### src/rtl/wpg_pkg.sv
package wpg_pkg;

  typedef enum logic [2:0] {
    SQ_IDLE,
    SQ_K1,
    SQ_K2,
    SQ_X3,
    SQ_X4,
    SQ_X5
  } seq_st_e;

  localparam logic [14:0] KEY_LO = 15'h5555;
  localparam logic [14:0] KEY_HI = 15'h2AAA;

  localparam logic [7:0] B_AA = 8'hAA;
  localparam logic [7:0] B_55 = 8'h55;
  localparam logic [7:0] B_80 = 8'h80;
  localparam logic [7:0] B_A0 = 8'hA0;
  localparam logic [7:0] B_20 = 8'h20;

endpackage

### src/rtl/wpg_strobe_edge.sv
module wpg_strobe_edge (
  input  logic clk,
  input  logic rst_n,
  input  logic stb,
  input  logic sel,
  input  logic hold,
  output logic evt
);

  logic stb_q;

  always_ff @(posedge clk or negedge rst_n) begin
    if (!rst_n) stb_q <= 1'b0;
    else        stb_q <= stb;
  end

  assign evt = stb & ~stb_q & sel & ~hold;

endmodule

### src/rtl/wpg_seq_fsm.sv
module wpg_seq_fsm
  import wpg_pkg::*;
#(
  parameter int ADDR_W = 16,
  parameter int DATA_W = 8,
  parameter int KEY_W  = 15
) (
  input  logic              clk,
  input  logic              rst_n,
  input  logic              evt,
  input  logic [ADDR_W-1:0] addr,
  input  logic [DATA_W-1:0] wdata,
  output logic              cmd_hit,
  output logic              arm_done,
  output logic              disarm_done
);

  localparam logic [ADDR_W-1:0] KMASK = ADDR_W'((64'd1 << KEY_W) - 64'd1);

  function automatic logic at_key(input logic [ADDR_W-1:0] a, input logic [14:0] k);
    return ((a ^ ADDR_W'(k)) & KMASK) == '0;
  endfunction

  seq_st_e st_q, st_d;
  logic    lo_aa, hi_55, lo_80, lo_a0, lo_20;
  logic    adv, fin_arm, fin_dis;
  seq_st_e nxt;

  assign lo_aa = at_key(addr, KEY_LO) && (wdata == DATA_W'(B_AA));
  assign hi_55 = at_key(addr, KEY_HI) && (wdata == DATA_W'(B_55));
  assign lo_80 = at_key(addr, KEY_LO) && (wdata == DATA_W'(B_80));
  assign lo_a0 = at_key(addr, KEY_LO) && (wdata == DATA_W'(B_A0));
  assign lo_20 = at_key(addr, KEY_LO) && (wdata == DATA_W'(B_20));

  always_comb begin
    adv     = 1'b0;
    nxt     = SQ_IDLE;
    fin_arm = 1'b0;
    fin_dis = 1'b0;
    case (st_q)
      SQ_IDLE: begin adv = lo_aa; nxt = SQ_K1; end
      SQ_K1:   begin adv = hi_55; nxt = SQ_K2; end
      SQ_K2: begin
        if (lo_80) begin
          adv = 1'b1; nxt = SQ_X3;
        end else if (lo_a0) begin
          adv = 1'b1; nxt = SQ_IDLE; fin_arm = 1'b1;
        end
      end
      SQ_X3:   begin adv = lo_aa; nxt = SQ_X4; end
      SQ_X4:   begin adv = hi_55; nxt = SQ_X5; end
      SQ_X5:   begin adv = lo_20; nxt = SQ_IDLE; fin_dis = lo_20; end
      default: begin adv = 1'b0; nxt = SQ_IDLE; end
    endcase
  end

  always_comb begin
    st_d        = st_q;
    cmd_hit     = 1'b0;
    arm_done    = 1'b0;
    disarm_done = 1'b0;
    if (evt) begin
      if (adv) begin
        st_d        = nxt;
        cmd_hit     = 1'b1;
        arm_done    = fin_arm;
        disarm_done = fin_dis;
      end else if (lo_aa) begin
        st_d    = SQ_K1;
        cmd_hit = 1'b1;
      end else begin
        st_d = SQ_IDLE;
      end
    end
  end

  always_ff @(posedge clk or negedge rst_n) begin
    if (!rst_n) st_q <= SQ_IDLE;
    else if (evt) st_q <= st_d;
  end

endmodule

### src/rtl/wpg_cycle_timer.sv
module wpg_cycle_timer #(
  parameter int TWC_CYCLES = 20
) (
  input  logic clk,
  input  logic rst_n,
  input  logic start,
  output logic busy,
  output logic expire
);

  localparam int CNT_W = $clog2(TWC_CYCLES + 1);
  localparam logic [CNT_W-1:0] LOAD = CNT_W'(TWC_CYCLES);

  logic [CNT_W-1:0] cnt_q, cnt_d;
  logic             cnt_en;

  always_comb begin
    cnt_en = start | busy;
    cnt_d  = cnt_q;
    if (start)     cnt_d = LOAD;
    else if (busy) cnt_d = cnt_q - CNT_W'(1);
  end

  always_ff @(posedge clk or negedge rst_n) begin
    if (!rst_n)      cnt_q <= '0;
    else if (cnt_en) cnt_q <= cnt_d;
  end

  assign busy   = (cnt_q != '0);
  assign expire = (cnt_q == CNT_W'(1));

endmodule

### src/rtl/wp_seq_guard.sv
module wp_seq_guard #(
  parameter int   ADDR_W     = 16,
  parameter int   DATA_W     = 8,
  parameter int   KEY_W      = 15,
  parameter int   TWC_CYCLES = 20,
  parameter logic PROT_RESET = 1'b1
) (
  input  logic              clk,
  input  logic              rst_n,
  input  logic              chip_sel,
  input  logic              wr_stb,
  input  logic [ADDR_W-1:0] addr,
  input  logic [DATA_W-1:0] wdata,
  output logic              prot_on,
  output logic              busy,
  output logic              array_wr_ok
);

  logic evt, cmd_hit, arm_done, disarm_done, expire, t_busy;
  logic prot_q, prot_d, pend_q, pend_d, permit_q, permit_d;

  wpg_strobe_edge u_edge (
    .clk (clk),
    .rst_n (rst_n),
    .stb (wr_stb),
    .sel (chip_sel),
    .hold (t_busy),
    .evt (evt)
  );

  wpg_seq_fsm #(
    .ADDR_W (ADDR_W),
    .DATA_W (DATA_W),
    .KEY_W  (KEY_W)
  ) u_seq (
    .clk (clk),
    .rst_n (rst_n),
    .evt (evt),
    .addr (addr),
    .wdata (wdata),
    .cmd_hit (cmd_hit),
    .arm_done (arm_done),
    .disarm_done (disarm_done)
  );

  wpg_cycle_timer #(
    .TWC_CYCLES (TWC_CYCLES)
  ) u_tmr (
    .clk (clk),
    .rst_n (rst_n),
    .start (arm_done | disarm_done),
    .busy (t_busy),
    .expire (expire)
  );

  always_comb begin
    prot_d = prot_q;
    pend_d = pend_q;
    if (arm_done) begin
      prot_d = 1'b1;
    end else if (expire && pend_q) begin
      prot_d = 1'b0;
    end
    if (disarm_done)  pend_d = 1'b1;
    else if (expire)  pend_d = 1'b0;
    permit_d = evt & ~cmd_hit & ~prot_q;
  end

  always_ff @(posedge clk or negedge rst_n) begin
    if (!rst_n) begin
      prot_q   <= PROT_RESET;
      pend_q   <= 1'b0;
      permit_q <= 1'b0;
    end else begin
      prot_q   <= prot_d;
      pend_q   <= pend_d;
      permit_q <= permit_d;
    end
  end

  assign prot_on     = prot_q;
  assign busy        = t_busy;
  assign array_wr_ok = permit_q;

endmodule

### config.mk
export PLATFORM = sky130hd
export DESIGN_NAME = wp_seq_guard
export DESIGN_NICKNAME = d
export VERILOG_FILES = /design/src/rtl/wpg_pkg.sv /design/src/rtl/wpg_strobe_edge.sv /design/src/rtl/wpg_seq_fsm.sv /design/src/rtl/wpg_cycle_timer.sv /design/src/rtl/wp_seq_guard.sv
export SDC_FILE = /design/constraint.sdc
export NUM_CORES = 1
export LEC_CHECK = 0
export BUFFER_PORTS_ARGS = -buffer_cell sky130_fd_sc_hd__buf_2
export CAP_MARGIN = 20
export CORE_ASPECT_RATIO = 0.9
export CORE_MARGIN = 10
export CORE_UTILIZATION = 43
export DETAILED_ROUTE_END_ITERATION = 8
export PLACE_DENSITY = 0.74
export SLEW_MARGIN = 10
export SYNTH_ARGS = -nofsm -noshare
export SYNTH_HDL_FRONTEND = slang
export SYNTH_SLANG_ARGS = --single-unit
### constraint.sdc
create_clock -name clk -period 1.9 [get_ports clk]
set_input_delay 0.38 -clock clk [delete_from_list [all_inputs] [get_ports clk]]
set_output_delay 0.38 -clock clk [all_outputs]
set_load 0.02 [all_outputs]
After elaboration in Yosys (flattened, before gate mapping)
Index checks and enable logic that the tools add are counted.
Word-level totals
  bits in registers: 12
  latch bits: 0
  RAM bits: 0
  ROM bits: 0
  input port bits: 28
  output and inout port bits: 3
  logic and storage cells: 70
  memories: 0
Cells by class
  add/subtract/negate cells: 1
  multipliers: 0
  divide/modulo/power cells: 0
  magnitude comparators: 0
  equality and inequality tests: 11
  shift-type cells: 0
  mux-type cells: 23
  bitwise gates (word level): 13
  reductions and logical operators: 16
Operators with widths (count)
  $logic_not 16->1: 2
  $eq 8x8->1 const B: 3
  $mux 1: 17
  $pmux 3 s5: 1
  $mux 5: 2
  $eq 8x6->1 const B: 1
  $eq 8x7->1 const B: 1
  $not 8->8: 1
  $not 7->7: 1
  $eq 3x2->1 const B: 2
  $eq 3x3->1 const B: 2
  $logic_and 1x1->1: 6
  $reduce_bool 2->1: 3
  $and 1x1->1: 5
  $eq 5x1->1 const B: 1
  $reduce_bool 5->1: 1
  $sub 5x1->5 const B: 1
  $not 1->1: 4
  $pmux 1 s4: 1
  $reduce_or 2->1: 2
  $eq 3x1->1 const B: 1
  $logic_not 3->1: 1
  $mux 3: 1
  $mux 2: 1
  other kinds (2): 3

Longest topological paths before layout
  depth after elaboration: 11
  depth in mapped cells: 10
  gate-level depth less buffers: 10

By module
Synthesis repeated with hierarchy kept, for this count alone.
Unflattened totals
  cells, all modules: 91
  area total of the unflattened synthesis: 919.6 µm²
By module, submodules not included
  wpg_seq_fsm: instances 1, cells each 51, area an instance 462.9 µm², sequential area each 75.1 µm²
  wpg_cycle_timer: instances 1, cells each 29, area an instance 306.5 µm², sequential area each 125.1 µm²
  wp_seq_guard: instances 1, cells each 9, area an instance 112.6 µm², sequential area each 76.3 µm²
  wpg_strobe_edge: instances 1, cells each 2, area an instance 37.5 µm², sequential area each 25.0 µm²

Least setup slack after synthesis
Ideal clock, no wire load.
  kind: register to register
  start: register u_tmr.cnt_q[0]
  end: register u_tmr.cnt_q[0]
  setup time: 0.129 ns
  arrival time: 1.931 ns
  required time: 1.771 ns
  setup slack: -0.160 ns
  cell stages (with the launch flop): 11
  buffers on the path: 0
  period minus slack after synthesis: 2.060 ns
  path through: dfrtp_1 -> inv_1 -> ha_1 -> inv_1 -> or3_1 -> nor2_1 -> inv_2 -> nor3_4 -> nand3_1 -> a21oi_1 -> nor2_1
Between the ends
  word-level cells in the longest chain between the ends: 7
  elaborated cells between the ends (all ways): 12
  classes of those cells: add/sub (1); mux (4); bitwise (4); reduce/logical (3)
RTL lines
  start: declaration: line wpg_cycle_timer.sv:14  | logic [CNT_W-1:0] cnt_q, cnt_d;
  start signal: assignment: line wpg_cycle_timer.sv:26  | else if (cnt_en) cnt_q <= cnt_d;
  $reduce_bool 5->1 *: line wpg_cycle_timer.sv:29  | assign busy = (cnt_q != '0);
  net busy: line wp_seq_guard.sv:15  | output logic busy,
  $not 1->1: line wpg_strobe_edge.sv:17  | assign evt = stb & ~stb_q & sel & ~hold;
  $and 1x1->1: line wpg_strobe_edge.sv:17
  $mux 1: line wpg_seq_fsm.sv:62  | if (evt) begin
  $or 1x1->1: line wp_seq_guard.sv:51  | .start (arm_done | disarm_done),
  $reduce_bool 2->1 (no line) / $or 1x1->1 (equally long branches)
  $reduce_and 2->1 (no line)
Mark *: on every way through the listed nets, which the timed path passes. The rest lies on a longest branch. The select of a mux whose other input is x is not followed.
A chain may end at the register's enable or synchronous reset.

Worst setup path after layout
  start: register u_tmr.cnt_q[1]
  end: output port busy
Between the ends
  word-level cells in the longest chain between the ends: 1
RTL lines (line)
  $reduce_bool 5->1: wpg_cycle_timer.sv:29
  end: declaration: wp_seq_guard.sv:15
No other way between the ends.

==> implementation parameters <==
Parameter                              Value

Run status
  Result of the run ... finished, violations left
  Violated checks ... setup timing

Finish
  Diodes inserted ... 0
  Cell area after layout ... ~0.0014 sq mm
  # fillers ... between 100 and 150
  Area added between synthesis and finish ... 69.1%
  Fraction of final layout cells with drive strength greater than 1 ... between 50 and 60%
  Leading cell types in the layout, fill and taps excluded ... 28 x buf_2, 27 x buf_4, 11 x dfrtp_1, 9 x nand2_1, 6 x buf_6
  Leading cell type in the layout, fill and taps excluded ... buf_2
  Finished Layout Cells ... between 150 and 200
  Final net count ... between 150 and 200

Route
  Routed wire length ... 2880 microns
  DR iter-0 viols ... 36
  Routed vias/inst ... around 5.7
  Average routed wire per standard cell ... between 15 and 20 microns
  DR DRC count ... 0
  Total iterations of the first detailed-routing run ... 4
  Overall via count from detail_route ... around 1000
  Antenna-violating nets left ... 0

Setup path
  Kind of end point of the critical path ... primary output
  Required time of the worst setup path ... 1.52 ns
  Startpoint type of the worst setup path ... flop
  Data arrival time of the critical path ... about 1.7 ns
  Cell count of the worst reg-to-reg path ... 11
  Highest net fanout along the worst path ... 2
  Critical path class ... flop to primary output

Floorplanning
  Number of placement rows ... 15
  Number of top-level design ports ... 31
  Initial Util ... 44.4%
  Die Footprint ... approximately 0.0041 sq mm
  Total core area ... 0.00188 sq mm
  Die Height ... about 62 microns
  Die Width ... approximately 66 microns

Synth
  Distinct cell type count of the synthesized netlist ... 40
  Top_reg_cell synth ... dfrtp_1
  Number of synthesized register bits ... 12
  Count of flip-flops with a built-in enable after synthesis ... 0
  Mapped Nets ... 120
  Sequential fraction of the synthesis area ... ~36%
  Cells after synthesis ... 90
  Cell area after synthesis ... 833 sq um
  Average cell area after synthesis ... slightly above 9 sq um
  Synth async-reset ratio ... 100%
  Syn. warnings ... 0

Global routing
  Aggregate global routing overflow ... 0
  Tot GR Track Use ... roughly an eighth
  Busiest layer in global routing ... met2
  Met2 GRT Util ... about a quarter
  Antenna violations before repair ... 0
  First-pass GRT wire length ... 4420 microns
  Met1 GRT Util ... approximately 15%
  Number of global-route vias before repair ... approximately 1100
  Global-route track usage on met3 ... between 3 and 4%
  Maximum number of pins on one net before global-route repair ... 13

Min path
  Hold Path Depth ... 1
  Type of the worst min-delay path ... input port to flop

Clock tree
  Clock-pin slew on the worst setup and hold paths ... 0.09 ns
  Number of buffers created by CTS ... 3
  Clock Path Buffers ... 2
  H-tree lvl count ... 1
  Root Buffer ... clkbuf_4
  Clock sink total ... 12
  Clock latency reported for the late side of the worst-skew pair ... 0.28 ns
  TritonCTS clock tree ... done

Flow run
  Max-cap violation count ... 0

STA
  Post-Route Skew ... between 0.004 and 0.005 ns
  Post-route minimum period ... around 2.1 ns
  Max Transition Viols Final ... 0
  Setup violations, final ... 10
  Hold Vio Cnt, Final ... 0
  Setup slack after layout ... -0.222 ns
  Measured slew at the worst slew-check pin ... 0.558 ns
  Slew headroom ... between 60% and 70%
  Final period utilization ... 112%
  Maximum frequency from static timing analysis ... roughly 470 MHz
  Unrepaired setup endpoints after global routing ... true

Placed design
  Total of buffers placed on input and output ports ... 29
  DP Cell Count ... approximately 160
  Final RePlAce weighted congestion ... 0.844
  Instance area at placement ... approximately 0.0012 sq mm
  HPWL Detailed ... 1840 microns

Pwr
  Cell Pwr Density ... between 400 and 500 mW/mm^2
  Total Power ... 0.695 mW
  Static leakage ... ~0.7 nW
  Maximum ir drop on the vdd rail ... approximately 0.00025 V
[cell families (layout without fill, tap and decap cells)]
family,Yosys count,after routing,synth area share [%]
buffers and inverters,6,71,2.85
and+or+nand+nor,49,49,39.5
AOI/OAI and AO/OA,17,17,14.3
DFF,12,12,36.2
xor gates and xnor gates,4,4,4.20
adders and majority gates,2,2,3.00
[routing by layer]
layer	share of wire, %	wire (microns)
met3	7.6	219
met5	0	0
met1	40	1150
met4	2.1	61
met2	50	1440
[through the flow]
| step | utilization (%) | hold WS (ns) | setup WS [ns] | TNS [ns] |
|---|---|---|---|---|
| after global routing | 75.1 | 0.214 | -0.271 | -1.87 |
| final | 75.1 | 0.217 | -0.222 | -1.08 |
| after global placement | 62.1 | 0.274 | -0.248 | -0.932 |
| after floorplan | - | 0.0844 | -0.119 | -0.348 |
| after detailed placement | 62.1 | 0.272 | -0.332 | -1.59 |
| after CTS | 71.7 | 0.228 | -0.185 | -0.457 |
[layout make-up]
type	count	area, sq um	share of cell area (%)
flip-flops and latches	12	302	21.4
clock buffers	4	36.3	2.58
inverters	5	21.3	1.51
multi-input cells	72	598	42.5
well taps	25	31.3	2.22
repair buffers	62	420	29.8
[synthesized netlist by cell type, types with 2 or more instances]
| cell | n | area share, % |
|---|---|---|
| nand4b_1 | 2 | 2.1 |
| o211a_1 | 2 | 2.4 |
| o21ai_0 | 6 | 3.6 |
| or4bb_1 | 3 | 4.1 |
| nor2_1 | 6 | 2.7 |
| nor3_1 | 4 | 2.4 |
| nand2_1 | 10 | 4.5 |
| nor4_1 | 3 | 2.3 |
| inv_1 | 4 | 1.8 |
| ha_1 | 2 | 3.0 |
| nand3_1 | 6 | 3.6 |
| nand4_1 | 2 | 1.5 |
| xor2_1 | 3 | 3.2 |
| dfrtp_1 | 11 | 33 |
[power by group]
| part | internal [mW] | switching (mW) | total, mW | leakage, nW |
|---|---|---|---|---|
| registers | 0.265 | 0.00644 | 0.272 | 0.159 |
| clock network | 0.116 | 0.0976 | 0.214 | 0.0210 |
| logic | 0.112 | 0.0977 | 0.210 | 0.509 |
[worst paths after layout]
kind                                       startpoint                          to  slack (ns)
max in group asynchronous                       rst_n         prot_on$_DFFE_PN1P_        1.12
min in group asynchronous                       rst_n  u_tmr.cnt_q[0]$_DFFE_PN0P_        0.51
min reg2reg                       prot_on$_DFFE_PN1P_       array_wr_ok$_DFF_PN0_        0.49
min                                            wr_stb      u_edge.stb_q$_DFF_PN0_        0.22
max reg2reg                u_tmr.cnt_q[1]$_DFFE_PN0P_   u_seq.st_q[0]$_DFFE_PN0P_       -0.15
max                        u_tmr.cnt_q[1]$_DFFE_PN0P_                        busy       -0.22
[registers in the layout, summed over array words and instances, names as in the netlist]
name and cells:
u_edge.stb_q 1, pend_q 1, array_wr_ok 1, prot_on 1, u_tmr.cnt_q 5, u_seq.st_q 3
[critical path: stages (launching register included)]
cell and delay [ns]:
dfrtp_1 0.40, inv_2 0.09, ha_4 0.13, inv_2 0.03, or3_4 0.39, nor2_4 0.12, inv_4 0.06, buf_6 0.11
buf_6 0.12
[what timing repair did]
item / CTS / global route
setup buffers: 11 / 4
hold buffers: 1 / 0
endpoints found under the setup margin: 7 / 11
endpoints found under the hold margin: 11 / 0
resized for setup: 14 / 15
pin swaps: 3 / 12
Power figures use the tool's default switching activity.
